### src/rtl/icq_pkg.sv
package icq_pkg;

  typedef enum logic [1:0] {
    EDGE_NONE = 2'b00,
    EDGE_RISE = 2'b01,
    EDGE_FALL = 2'b10,
    EDGE_ANY  = 2'b11
  } edge_sel_e;

  // mode register bit positions
  localparam int MB_LATCH = 0;
  localparam int MB_BUFEN = 1;
  localparam int MB_FMODE = 3;
  localparam int MB_SHARE = 4;

  // register addresses
  localparam int A_MODE  = 0;
  localparam int A_EDGE  = 1;
  localparam int A_GUARD = 2;
  localparam int A_FLAGS = 3;
  localparam int A_CAP0  = 4;

  function automatic logic edge_hit(input logic [1:0] sel, input logic prev, input logic cur);
    case (edge_sel_e'(sel))
      EDGE_RISE: edge_hit = !prev && cur;
      EDGE_FALL: edge_hit = prev && !cur;
      EDGE_ANY:  edge_hit = prev != cur;
      default:   edge_hit = 1'b0;
    endcase
  endfunction

  function automatic logic queue_on(input logic bufen, input logic latch);
    queue_on = bufen && !latch;
  endfunction

endpackage

### src/rtl/icq_edge.sv
module icq_edge
  import icq_pkg::*;
#(
  parameter int N = 8
) (
  input  logic           clk,
  input  logic           rst_n,
  input  logic [N-1:0]   pins,
  input  logic [2*N-1:0] sel,
  output logic [N-1:0]   hit
);
  logic [N-1:0] prev;

  always_ff @(posedge clk) begin
    if (!rst_n) prev <= '0;
    else        prev <= pins;
  end

  for (genvar i = 0; i < N; i++) begin : g_det
    assign hit[i] = edge_hit(sel[2*i +: 2], prev[i], pins[i]);
  end
endmodule

### src/rtl/icq_lane.sv
module icq_lane #(
  parameter int TW       = 16,
  parameter bit HAS_HOLD = 1'b1
) (
  input  logic          clk,
  input  logic          rst_n,
  input  logic          evt,
  input  logic [TW-1:0] timer,
  input  logic          queue,
  input  logic          latch_on,
  input  logic          fmode,
  input  logic          guard,
  input  logic          hold_clr,
  input  logic          latch_stb,
  output logic [TW-1:0] cap,
  output logic [TW-1:0] hold,
  output logic          flag_set
);
  logic          q_act, cap_full, hold_full, cf_e, hf_e;
  logic          n_cf, n_hf, hold_load;
  logic [TW-1:0] n_cap;

  assign q_act = HAS_HOLD ? queue : 1'b0;
  assign cf_e  = cap_full  && !hold_clr;
  assign hf_e  = hold_full && !hold_clr;

  always_comb begin
    n_cap     = cap;
    n_cf      = 1'b0;
    n_hf      = 1'b0;
    hold_load = 1'b0;
    flag_set  = 1'b0;
    if (q_act) begin
      n_cf = cf_e;
      n_hf = hf_e;
      if (evt) begin
        if (guard && cf_e && hf_e) begin
          n_cap = cap;
        end else if (guard && !cf_e) begin
          n_cap    = timer;
          n_cf     = 1'b1;
          flag_set = !fmode;
        end else begin
          hold_load = 1'b1;
          n_cap     = timer;
          n_cf      = 1'b1;
          n_hf      = 1'b1;
          flag_set  = 1'b1;
        end
      end
    end else begin
      if (evt) begin
        n_cap    = timer;
        flag_set = 1'b1;
      end
      hold_load = HAS_HOLD && latch_on && latch_stb;
    end
  end

  always_ff @(posedge clk) begin
    if (!rst_n) begin
      cap       <= '0;
      cap_full  <= 1'b0;
      hold_full <= 1'b0;
    end else begin
      cap       <= n_cap;
      cap_full  <= n_cf;
      hold_full <= n_hf;
    end
  end

  if (HAS_HOLD) begin : g_hold
    always_ff @(posedge clk) begin
      if (!rst_n)         hold <= '0;
      else if (hold_load) hold <= cap;
    end

    AST_QUEUE_SHIFT: assert property (@(posedge clk) disable iff (!rst_n)
      (queue && evt && !guard) |=> (hold == $past(cap)) && (cap == $past(timer)));
    AST_FULL_IGNORE: assert property (@(posedge clk) disable iff (!rst_n)
      (queue && guard && evt && cap_full && hold_full && !hold_clr) |=> $stable(cap) && $stable(hold));
    AST_QFLAG_LATCH: assert property (@(posedge clk) disable iff (!rst_n)
      (queue && fmode && flag_set) |=> (hold == $past(cap)));
    AST_IDLE_HOLD: assert property (@(posedge clk) disable iff (!rst_n)
      (!queue && !latch_on) |=> $stable(hold));
  end else begin : g_nohold
    assign hold = '0;
  end
endmodule

### src/rtl/icq_top.sv
module icq_top
  import icq_pkg::*;
#(
  parameter int NPAIR = 4,
  parameter int TW    = 16,
  parameter int BW    = 16,
  parameter int AW    = 4
) (
  input  logic                 clk,
  input  logic                 rst_n,
  input  logic                 special_mode,
  input  logic [2*NPAIR-1:0]   pins,
  input  logic [TW-1:0]        timer,
  input  logic                 hold_latch,
  input  logic                 bus_sel,
  input  logic                 bus_wr,
  input  logic [AW-1:0]        bus_addr,
  input  logic [BW-1:0]        bus_wdata,
  output logic [BW-1:0]        bus_rdata,
  output logic [2*NPAIR*TW-1:0] cap_out,
  output logic [NPAIR*TW-1:0]  hold_out,
  output logic [2*NPAIR-1:0]   flags
);
  localparam int NCH    = 2 * NPAIR;
  localparam int CW     = MB_SHARE + NPAIR;
  localparam int A_HOLD = A_CAP0 + NCH;

  logic [CW-1:0]    mode_q;
  logic             locked;
  logic [2*NCH-1:0] edge_q;
  logic [NCH-1:0]   guard_q;
  logic [NCH-1:0]   hit, evt, set_w;
  logic [NPAIR-1:0] hclr;
  logic [TW-1:0]    cap_w  [NCH];
  logic [TW-1:0]    hold_w [NCH];
  logic             wr_en, rd_en, mode_wr, flag_wr, qmode, lmode;

  assign wr_en   = bus_sel && bus_wr;
  assign rd_en   = bus_sel && !bus_wr;
  assign mode_wr = wr_en && (int'(bus_addr) == A_MODE) && (special_mode || !locked);
  assign flag_wr = wr_en && (int'(bus_addr) == A_FLAGS);
  assign qmode   = queue_on(mode_q[MB_BUFEN], mode_q[MB_LATCH]);
  assign lmode   = mode_q[MB_BUFEN] && mode_q[MB_LATCH];

  always_ff @(posedge clk) begin
    if (!rst_n) begin
      mode_q  <= '0;
      locked  <= 1'b0;
      edge_q  <= '0;
      guard_q <= '0;
      flags   <= '0;
    end else begin
      if (mode_wr) begin
        mode_q         <= bus_wdata[CW-1:0];
        mode_q[2]      <= 1'b0;
        if (!special_mode) locked <= 1'b1;
      end
      if (wr_en && int'(bus_addr) == A_EDGE)  edge_q  <= bus_wdata[2*NCH-1:0];
      if (wr_en && int'(bus_addr) == A_GUARD) guard_q <= bus_wdata[NCH-1:0];
      flags <= (flags & ~(flag_wr ? bus_wdata[NCH-1:0] : '0)) | set_w;
    end
  end

  icq_edge #(.N(NCH)) u_edge (
    .clk(clk), .rst_n(rst_n), .pins(pins), .sel(edge_q), .hit(hit)
  );

  for (genvar k = 0; k < NPAIR; k++) begin : g_route
    assign evt[k]         = hit[k];
    assign evt[k + NPAIR] = mode_q[MB_SHARE + k] ? hit[k] : hit[k + NPAIR];
    assign hclr[k]        = rd_en && (int'(bus_addr) == A_HOLD + k);
  end

  for (genvar c = 0; c < NCH; c++) begin : g_lane
    localparam bit LOW = (c < NPAIR);
    icq_lane #(.TW(TW), .HAS_HOLD(LOW)) u_lane (
      .clk(clk), .rst_n(rst_n), .evt(evt[c]), .timer(timer),
      .queue(LOW ? qmode : 1'b0), .latch_on(LOW ? lmode : 1'b0),
      .fmode(mode_q[MB_FMODE]), .guard(guard_q[c]),
      .hold_clr(LOW ? hclr[c % NPAIR] : 1'b0), .latch_stb(hold_latch),
      .cap(cap_w[c]), .hold(hold_w[c]), .flag_set(set_w[c])
    );
    assign cap_out[c*TW +: TW] = cap_w[c];
    if (LOW) begin : g_hout
      assign hold_out[c*TW +: TW] = hold_w[c];
    end

    AST_FLAG_CLEAR: assert property (@(posedge clk) disable iff (!rst_n)
      (flag_wr && bus_wdata[c] && !set_w[c]) |=> !flags[c]);
    AST_FLAG_SET: assert property (@(posedge clk) disable iff (!rst_n)
      set_w[c] |=> flags[c]);
  end

  always_comb begin
    bus_rdata = '0;
    if (int'(bus_addr) == A_MODE)       bus_rdata = BW'(mode_q);
    else if (int'(bus_addr) == A_EDGE)  bus_rdata = BW'(edge_q);
    else if (int'(bus_addr) == A_GUARD) bus_rdata = BW'(guard_q);
    else if (int'(bus_addr) == A_FLAGS) bus_rdata = BW'(flags);
    else begin
      for (int i = 0; i < NCH; i++)
        if (int'(bus_addr) == A_CAP0 + i) bus_rdata = BW'(cap_w[i]);
      for (int i = 0; i < NPAIR; i++)
        if (int'(bus_addr) == A_HOLD + i) bus_rdata = BW'(hold_w[i]);
    end
  end

  AST_MODE_LOCK: assert property (@(posedge clk) disable iff (!rst_n)
    (locked && !special_mode) |=> $stable(mode_q));
  AST_SHARE_MIRROR: assert property (@(posedge clk) disable iff (!rst_n)
    (mode_q[MB_SHARE] && hit[0]) |=> (cap_w[NPAIR] == cap_w[0]));
endmodule

### config.mk
export PLATFORM = sky130hd
export DESIGN_NAME = icq_top
export DESIGN_NICKNAME = d
export VERILOG_FILES = /design/src/rtl/icq_pkg.sv /design/src/rtl/icq_edge.sv /design/src/rtl/icq_lane.sv /design/src/rtl/icq_top.sv
export SDC_FILE = /design/constraint.sdc
export NUM_CORES = 1
export LEC_CHECK = 0
export CAP_MARGIN = 20
export CORE_MARGIN = 2
export CORE_UTILIZATION = 51
export CTS_CLUSTER_DIAMETER = 100
export DETAILED_ROUTE_END_ITERATION = 8
export PLACE_DENSITY = 0.79
export SLEW_MARGIN = 20
export SYNTH_ARGS = -nofsm -noshare
export SYNTH_HDL_FRONTEND = slang
export SYNTH_HIERARCHICAL = 1
export SYNTH_SLANG_ARGS = --single-unit
### constraint.sdc
create_clock -name clk -period 4.3 [get_ports clk]
set_input_delay 0.43 -clock clk [delete_from_list [all_inputs] [get_ports clk]]
set_output_delay 0.43 -clock clk [all_outputs]
set_load 0.02 [all_outputs]
==> impl_metrics.toml, run 1 <==
[critical_path]
worst_setup_path_end_kind = "output port"
critPathRequiredTime_ns = 3.87
path_cells = "clkdlybuf4s50_1, buf_12, and2b_1, a21oi_1, o22ai_1, nor4_1, nor3_1, clkdlybuf4s50_1"
critPathTopFamily = "buffers and inverters"
cp_slowest_cell = "clkdlybuf4s50_1"
start_kind = "input pin"
cp_data_arrival_time_ns = 3.35
crit_type = "input pin to output port"
slowest_delay_ns = 0.73
cp_max_fo = 40
path_buf_inv = 3
crit_top_cell = "clkdlybuf4s50_1"

[finish]
areaGrowthSynthToFinish_pct = 27.5
final_cells = 1910
nFillCells = 1952
drive_gt1_frac = 0.0903
utilization = 0.666
final_area_um2 = 16200
seqCellArea_um2 = 4960
multi_input_area_um2 = 6920
finalNetCount = 1628

[cts]
clock-sinks = 248
clk_latency_ns = 0.55
h-tree-depth = 1
max-clock-path-buffers = 3
cts_setup_buffers = 0
ctsRootBufferMaster = "clkbuf_16"
hold_buffers = 0
cts_buffers = 28
cts_resized = 0
clk_pin_slew_worst_paths_ns = 0.06
tritoncts = "done"

[placement]
hpwl_mm = 32.0
dp_cells = 1856
place_ws_ns = 0.614
postPlaceCellArea_um2 = 15300
port_buffers = 265
gp_congestion = 0.970

[drt]
route.detailed.drc = 0
viasPerCell = 5.89
wire_per_inst_um = 23.5
antenna_left = 0
routed_wl_mm = 45.0
dr.first_iter.drc_count = 1287
dr.pass1.iters = 6
num_vias = 11257

[global_routing]
grt_pass1_vias = 10795
grt_max_degree = 176
grt_antenna_before_repair = 1
grtUsageMet3 = 0.0776
grt_use_met1 = 0.443
busiest_layer = "met2"
grt_pass1_wl_mm = 66.5
grt.overflow.total = 0
track_usage = 0.332
gr-usage-met2 = 0.529

[sta]
finalMaxSlewViolations = 0
fin_skew_ns = 0.00925
period_needed_ns = 3.78
setup_ws_ns = 0.523
setup_viol_count_final = 0
period_share = 0.878
setup_tns_ns = 0
tightest_slew_ns = 1.03
rsz0062_at_grt = "no"
worst_hold_slack_ns = 0.438
fmax_mhz = 265
max-slew-margin-rel = 0.310
finalHoldViolations = 0

[floorplan]
dieWidth_um = 162
dieArea_um2 = 26300
core.rowCount = 57
io_pins = 266
die_h_um = 162
core_area_um2 = 24400
start_util = 0.522

[min_path]
min_path_type = "input pin to register"

[power_and_ir_drop]
p_leak_nw = 5.62
p_total_mw = 5.16
p_comb_frac = 0.078
seqPwrFrac = 0.449
clkPwrFrac = 0.474
internal_power_mw = 3.91
ir_drop_v = 0.000247
p_sw_mw = 1.25
power_density_nw_per_um2 = 318
swShare = 0.242

[yosys]
syn_inst = 1335
yosys_warnings = 6
avgSynthCellArea_um2 = 9.54
synth_nets = 1401
synth_area_um2 = 12700

[run_status]
status = "finished, final reports clean"

[job]
cap_violations = 0
-- worst min-delay path, stage by stage --
cell and delay, ns:
clkdlybuf4s50_1 0.39, nand2_1 0.05, a21boi_0 0.06
-- metal layers --
| metal | part of all wire | vias up |
|---|---|---|
| met3 | 0.11 | 108 |
| met4 | 0.036 | 0 |
| li1 | - | 5093 |
| met5 | 0 | - |
| met2 | 0.45 | 677 |
| met1 | 0.41 | 5379 |
-- registers in the layout, indices dropped and copies added (netlist names) --
signal                   flops
g_lane.u_lane/cap          128
mode_q                       7
g_lane.u_lane/cap_full       4
g_lane.u_lane/hold_full      4
u_edge/prev                  8
flags                        8
g_lane.u_lane/hold          64
guard_q                      8
locked                       1
edge_q                      16
-- worst paths after layout --
check	from	endpoint	slack, ns	cells past startpoint
max	bus_addr[2]	bus_rdata[7]	0.52	8
max reg2reg	u_edge/prev[0]	g_lane[0].u_lane/hold[5]	1.68	7
min	bus_wdata[12]	edge_q[12]	0.44	3
min reg2reg	g_lane[0].u_lane/hold[0]	g_lane[0].u_lane/hold[0]	0.48	2
-- final cells by class --
cell class,count,share of cell area
Antenna cell,2,0.000308
Clock buffer,36,0.0500
Clock inverter,16,0.00886
Inverter,25,0.00578
Multi-Input combinational cell,970,0.426
Sequential cell,248,0.306
Tap cell,324,0.0250
Timing Repair Buffer,289,0.178
-- power groups by stage --
stage / clock, mW / combinational (mW) / sequential, mW
finish: 2.45 / 0.400 / 2.32
global route: 2.55 / 0.422 / 2.32
CTS: 2.45 / 0.392 / 2.32
detailed placement: 0 / 0.390 / 2.37
global placement: 0 / 0.386 / 2.37
floorplan: 0 / 0.230 / 2.37
-- cells in the final DEF (no fill, tap or decap), types with 4 or more instances in the layout --
cell             count
clkdlybuf4s50_1    262
a221oi_1             4
clkbuf_16           29
ha_1                16
a211oi_1             6
a22oi_1              7
nand3_1             16
inv_1               24
o221ai_1             4
o211a_1              4
mux2_2              21
mux2i_1            233
nor2b_2              5
o21ai_0             19
clkinv_2             9
clkinvlp_4           4
o211ai_1             4
nor3_1               9
a221o_1              5
and2_1              10
nor2_1              29
mux4_2              15
buf_4               21
buf_12               5
dfxtp_1            248
a21oi_1             44
clkbuf_8             7
o22ai_1             18
nor2b_1            110
a21boi_0            17
nand3b_1             4
nand2b_1             5
nand2_1            282
o32ai_1              4
o21ai_1             15
and3_1               5
(Power assumes the default switching activity.)
==> run 2, diff against run 1 <==
--- a/config.mk
+++ b/config.mk
@@ -10,7 +10,8 @@
 export CORE_UTILIZATION = 51
 export CTS_CLUSTER_DIAMETER = 100
 export DETAILED_ROUTE_END_ITERATION = 8
-export PLACE_DENSITY = 0.79
+export DONT_BUFFER_PORTS = 1
+export PLACE_DENSITY = 0.66
 export SLEW_MARGIN = 20
 export SYNTH_ARGS = -nofsm -noshare
 export SYNTH_HDL_FRONTEND = slang
==> constraint.sdc (replaced) <==
create_clock -name clk -period 3.68 [get_ports clk]
set_input_delay 0.368 -clock clk [delete_from_list [all_inputs] [get_ports clk]]
set_output_delay 0.368 -clock clk [all_outputs]
set_load 0.02 [all_outputs]
==> impl_metrics.toml, run 2 (same netlist as run 1, synthesis figures left out) <==
[cts]
clk_latency_ns = 0.56
clk_pin_slew_worst_paths_ns = 0.06
clock-sinks = 248
tritoncts = "done"
max-clock-path-buffers = 3
h-tree-depth = 1
cts_resized = 0
ctsRootBufferMaster = "clkbuf_16"
cts_buffers = 28

[drt]
antenna_left = 0
routed_wl_mm = 43.5
dr.first_iter.drc_count = 1097
wire_per_inst_um = 25.8
wl_met2_mm = 20.0
viasPerCell = 6.04
route.detailed.drc = 0
met3_length_mm = 4.79
num_vias = 10179
wl_met1_mm = 17.7
top_layer = "met4"
dr.pass1.iters = 6

[placement]
gp_congestion = 0.920
place_ws_ns = 0.962
postPlaceCellArea_um2 = 12500
hpwl_mm = 29.4
port_buffers = 0
dp_cells = 1582

[sta]
setup_ws_ns = 0.981
setup_viol_count_final = 0
fmax_mhz = 371
period_share = 0.733
finalHoldViolations = 0
max-slew-margin-rel = 0.326
tightest_slew_ns = 1.01
period_needed_ns = 2.70
rsz0062_at_grt = "no"
setup_tns_ns = 0
worst_hold_slack_ns = 0.00468
fin_skew_ns = 0.0295
finalMaxSlewViolations = 0

[critical_path]
cp_max_fo = 3
critPathRequiredTime_ns = 3.31
rrSetupSlack_ns = 1.03
worst_setup_path_end_kind = "output port"
start_kind = "register"
cp_data_arrival_time_ns = 2.33
crit_type = "register to output port"

[finish]
finalNetCount = 1406
drive_gt1_frac = 0.0940
final_cells = 1686
multi_input_area_um2 = 6920
nFillCells = 2185
diodes = 0
final_cell_mix = "282 x nand2_1, 248 x dfxtp_1, 233 x mux2i_1"
final_common_cell = "nand2_1"
largest_reg_flops = 128
utilization = 0.574
regMostFlops = "g_lane.u_lane/cap"
areaGrowthSynthToFinish_pct = 9.96
final_area_um2 = 14000
seqCellArea_um2 = 4960
top_regs = "g_lane.u_lane/cap (128), g_lane.u_lane/hold (64), edge_q (16)"

[global_routing]
grt.overflow.total = 0
grt_pass1_wl_mm = 63.6
grt_max_degree = 152
grt_antenna_before_repair = 0
track_usage = 0.318
grt_pass1_vias = 9656

[min_path]
min_path_type = "input pin to register"

[floorplan]
die_h_um = 162
dieWidth_um = 162
core_area_um2 = 24400
core.rowCount = 57
dieArea_um2 = 26300
io_pins = 266
start_util = 0.522

[job]
cap_violations = 0

[power_and_ir_drop]
p_total_mw = 5.98
ir_drop_v = 0.000365
power_density_nw_per_um2 = 427
p_leak_nw = 4.87

[run_status]
status = "finished, final reports clean"
[run 2: cell types whose count changed in the layout (fill, tap and decap cells not counted), sizes merged]
cell	delta
clkdlybuf4s50	-262
dlygate4sd3	+51
buf	-10
bufinv	+2
clkinvlp	-2
diode	-2
inv	-1
[run 2: timing repair]
| action | in CTS | in global routing |
|---|---|---|
| endpoints found under the setup margin | 0 | 0 |
| hold buffers | 51 | 1 |
| setup buffers | 0 | 0 |
| hold endpoints to repair | 190 | 1 |
[run 2: final timing paths]
path,from,to,cells after the start
worst max-delay path,g_lane[0].u_lane/cap[5],bus_rdata[5],4
worst min-delay path,bus_wdata[6],guard_q[6],2
worst max register to register,u_edge/prev[1],g_lane[1].u_lane/cap[3],8
worst min register to register,locked,locked,1
[run 2: routing by layer]
layer  vias up  global-route usage
met5         -                   0
met4         0              0.0792
met3        69               0.111
met2       493               0.508
met1      4944               0.414
li1       4673                   -
[run 2: area by class of cell]
class,instances,area share
Clock buffer,37,0.0553
Tap cell,324,0.0289
Timing Repair Buffer,67,0.0464
Multi-Input combinational cell,970,0.494
Clock inverter,15,0.0139
Sequential cell,248,0.354
Inverter,25,0.00670
[run 2: where the power goes]
part           switching [mW]  internal (mW)
sequential             0.0170           2.70
clock                    1.18           1.76
combinational           0.184          0.138
[run 2: critical path, cell delays in order (launching register included)]
cell and delay (ns):
dfxtp_1 0.40, mux4_2 0.55, a22oi_1 0.30, nand3_1 0.15
a32o_1 0.39
==> run 3, diff against run 2 <==
==> constraint.sdc (replaced) <==
create_clock -name clk -period 2.76 [get_ports clk]
set_input_delay 0.276 -clock clk [delete_from_list [all_inputs] [get_ports clk]]
set_output_delay 0.276 -clock clk [all_outputs]
set_load 0.02 [all_outputs]
==> impl_metrics.toml, run 3 (same netlist as run 1, synthesis figures left out) <==
[sta]
fin_skew_ns = 0.00987
fmax_mhz = 374
period_needed_ns = 2.67
tightest_slew_ns = 0.882
finalHoldViolations = 0
worst_hold_slack_ns = 0.135
setup_viol_count_final = 0
period_share = 0.969
setup_ws_ns = 0.0853
setup_tns_ns = 0
max-slew-margin-rel = 0.410
finalMaxSlewViolations = 0
rsz0062_at_grt = "no"

[power_and_ir_drop]
p_total_mw = 8.32
p_leak_nw = 6.05
ir_drop_v = 0.000556
power_density_nw_per_um2 = 515

[cts]
tritoncts = "done"
cts_buffers = 28
clk_latency_ns = 0.55
ctsRootBufferMaster = "clkbuf_16"
max-clock-path-buffers = 3
h-tree-depth = 1
clock-sinks = 248
clk_pin_slew_worst_paths_ns = 0.06

[drt]
antenna_left = 0
wire_per_inst_um = 25.1
routed_wl_mm = 47.6
num_vias = 11368
dr.first_iter.drc_count = 1088
viasPerCell = 5.99
dr.pass1.iters = 8
route.detailed.drc = 0

[floorplan]
start_util = 0.522
core.rowCount = 57
io_pins = 266
core_area_um2 = 24400
dieArea_um2 = 26300
dieWidth_um = 162
die_h_um = 162

[finish]
areaGrowthSynthToFinish_pct = 26.8
utilization = 0.662
regMostFlops = "g_lane.u_lane/cap"
final_area_um2 = 16100
final_common_cell = "nand2_1"
final_cells = 1897
final_cell_mix = "282 x nand2_1, 248 x dfxtp_1, 240 x dlygate4sd3_1"
finalNetCount = 1616
drive_gt1_frac = 0.0935
largest_reg_flops = 128
top_regs = "g_lane.u_lane/cap (128), g_lane.u_lane/hold (64), edge_q (16)"

[placement]
hpwl_mm = 29.4
dp_cells = 1603
postPlaceCellArea_um2 = 12700
place_ws_ns = 0.451
port_buffers = 0
gp_congestion = 0.928

[global_routing]
track_usage = 0.354
grt_antenna_before_repair = 1
grt_pass1_vias = 11344
grt_max_degree = 159
grt.overflow.total = 0
grt_pass1_wl_mm = 71.1

[critical_path]
crit_type = "register to output port"
critPathRequiredTime_ns = 2.48
start_kind = "register"
worst_setup_path_end_kind = "output port"
cp_max_fo = 3
cp_data_arrival_time_ns = 2.40

[job]
cap_violations = 0

[min_path]
min_path_type = "input pin to register"

[run_status]
status = "finished, final reports clean"
run 3: cell types whose count changed in the layout (fill, tap and decap cells not counted), moves of 3 or more:
cell / before / now
dlygate4sd3_1: 51 / 240
buf_4: 15 / 32
clkinv_2: 7 / 1
clkbuf_1: 5 / 8
buf_6: 0 / 3
clkbuf_8: 4 / 8
run 3: per-layer routing:
| layer | routed length [um] | up-vias | GRT usage |
|---|---|---|---|
| met5 | 0 | - | 0 |
| met4 | 1800 | 0 | 0.124 |
| met2 | 21900 | 633 | 0.572 |
| met1 | 18200 | 5548 | 0.440 |
| li1 | - | 5066 | - |
| met3 | 5690 | 121 | 0.123 |
run 3: critical path: stages, from the launching register on:
cell,delay [ns]
dfxtp_1,0.50
mux2i_1,0.16
o32ai_1,0.36
a211oi_1,0.12
o21ai_0,0.47
buf_4,0.24
run 3: timing repair:
action / in CTS / in global routing
setup buffers: 0 / 0
setup endpoints to repair: 0 / 35
resized for setup: 0 / 5
hold endpoints to repair: 247 / 0
hold buffers: 241 / 0
run 3: area by class of cell:
cell class / count / area, um2
Multi-Input combinational cell: 970 / 6930
Fill cell: 1922 / 8240
Sequential cell: 248 / 4960
Clock buffer: 45 / 866
Clock inverter: 7 / 163
Inverter: 25 / 93.8
Timing Repair Buffer: 277 / 2720
Antenna cell: 1 / 2.50
Tap cell: 324 / 405
run 3: power by group:
part	leakage, nW	switching, mW	internal (mW)
Sequential	2.00	0.0231	3.59
Combinational	3.55	0.280	0.262
Clock	0.499	1.56	2.60
run 3: final timing paths:
path                             from                          to  slack [ns]  depth (start not counted)
min                       bus_addr[1]  g_lane[0].u_lane/hold_full        0.14                          3
min reg2reg                guard_q[5]                  guard_q[5]        0.56                          2
max          g_lane[4].u_lane/cap[15]               bus_rdata[15]        0.09                          5
max reg2reg            u_edge/prev[3]     g_lane[7].u_lane/cap[2]        0.13                          9
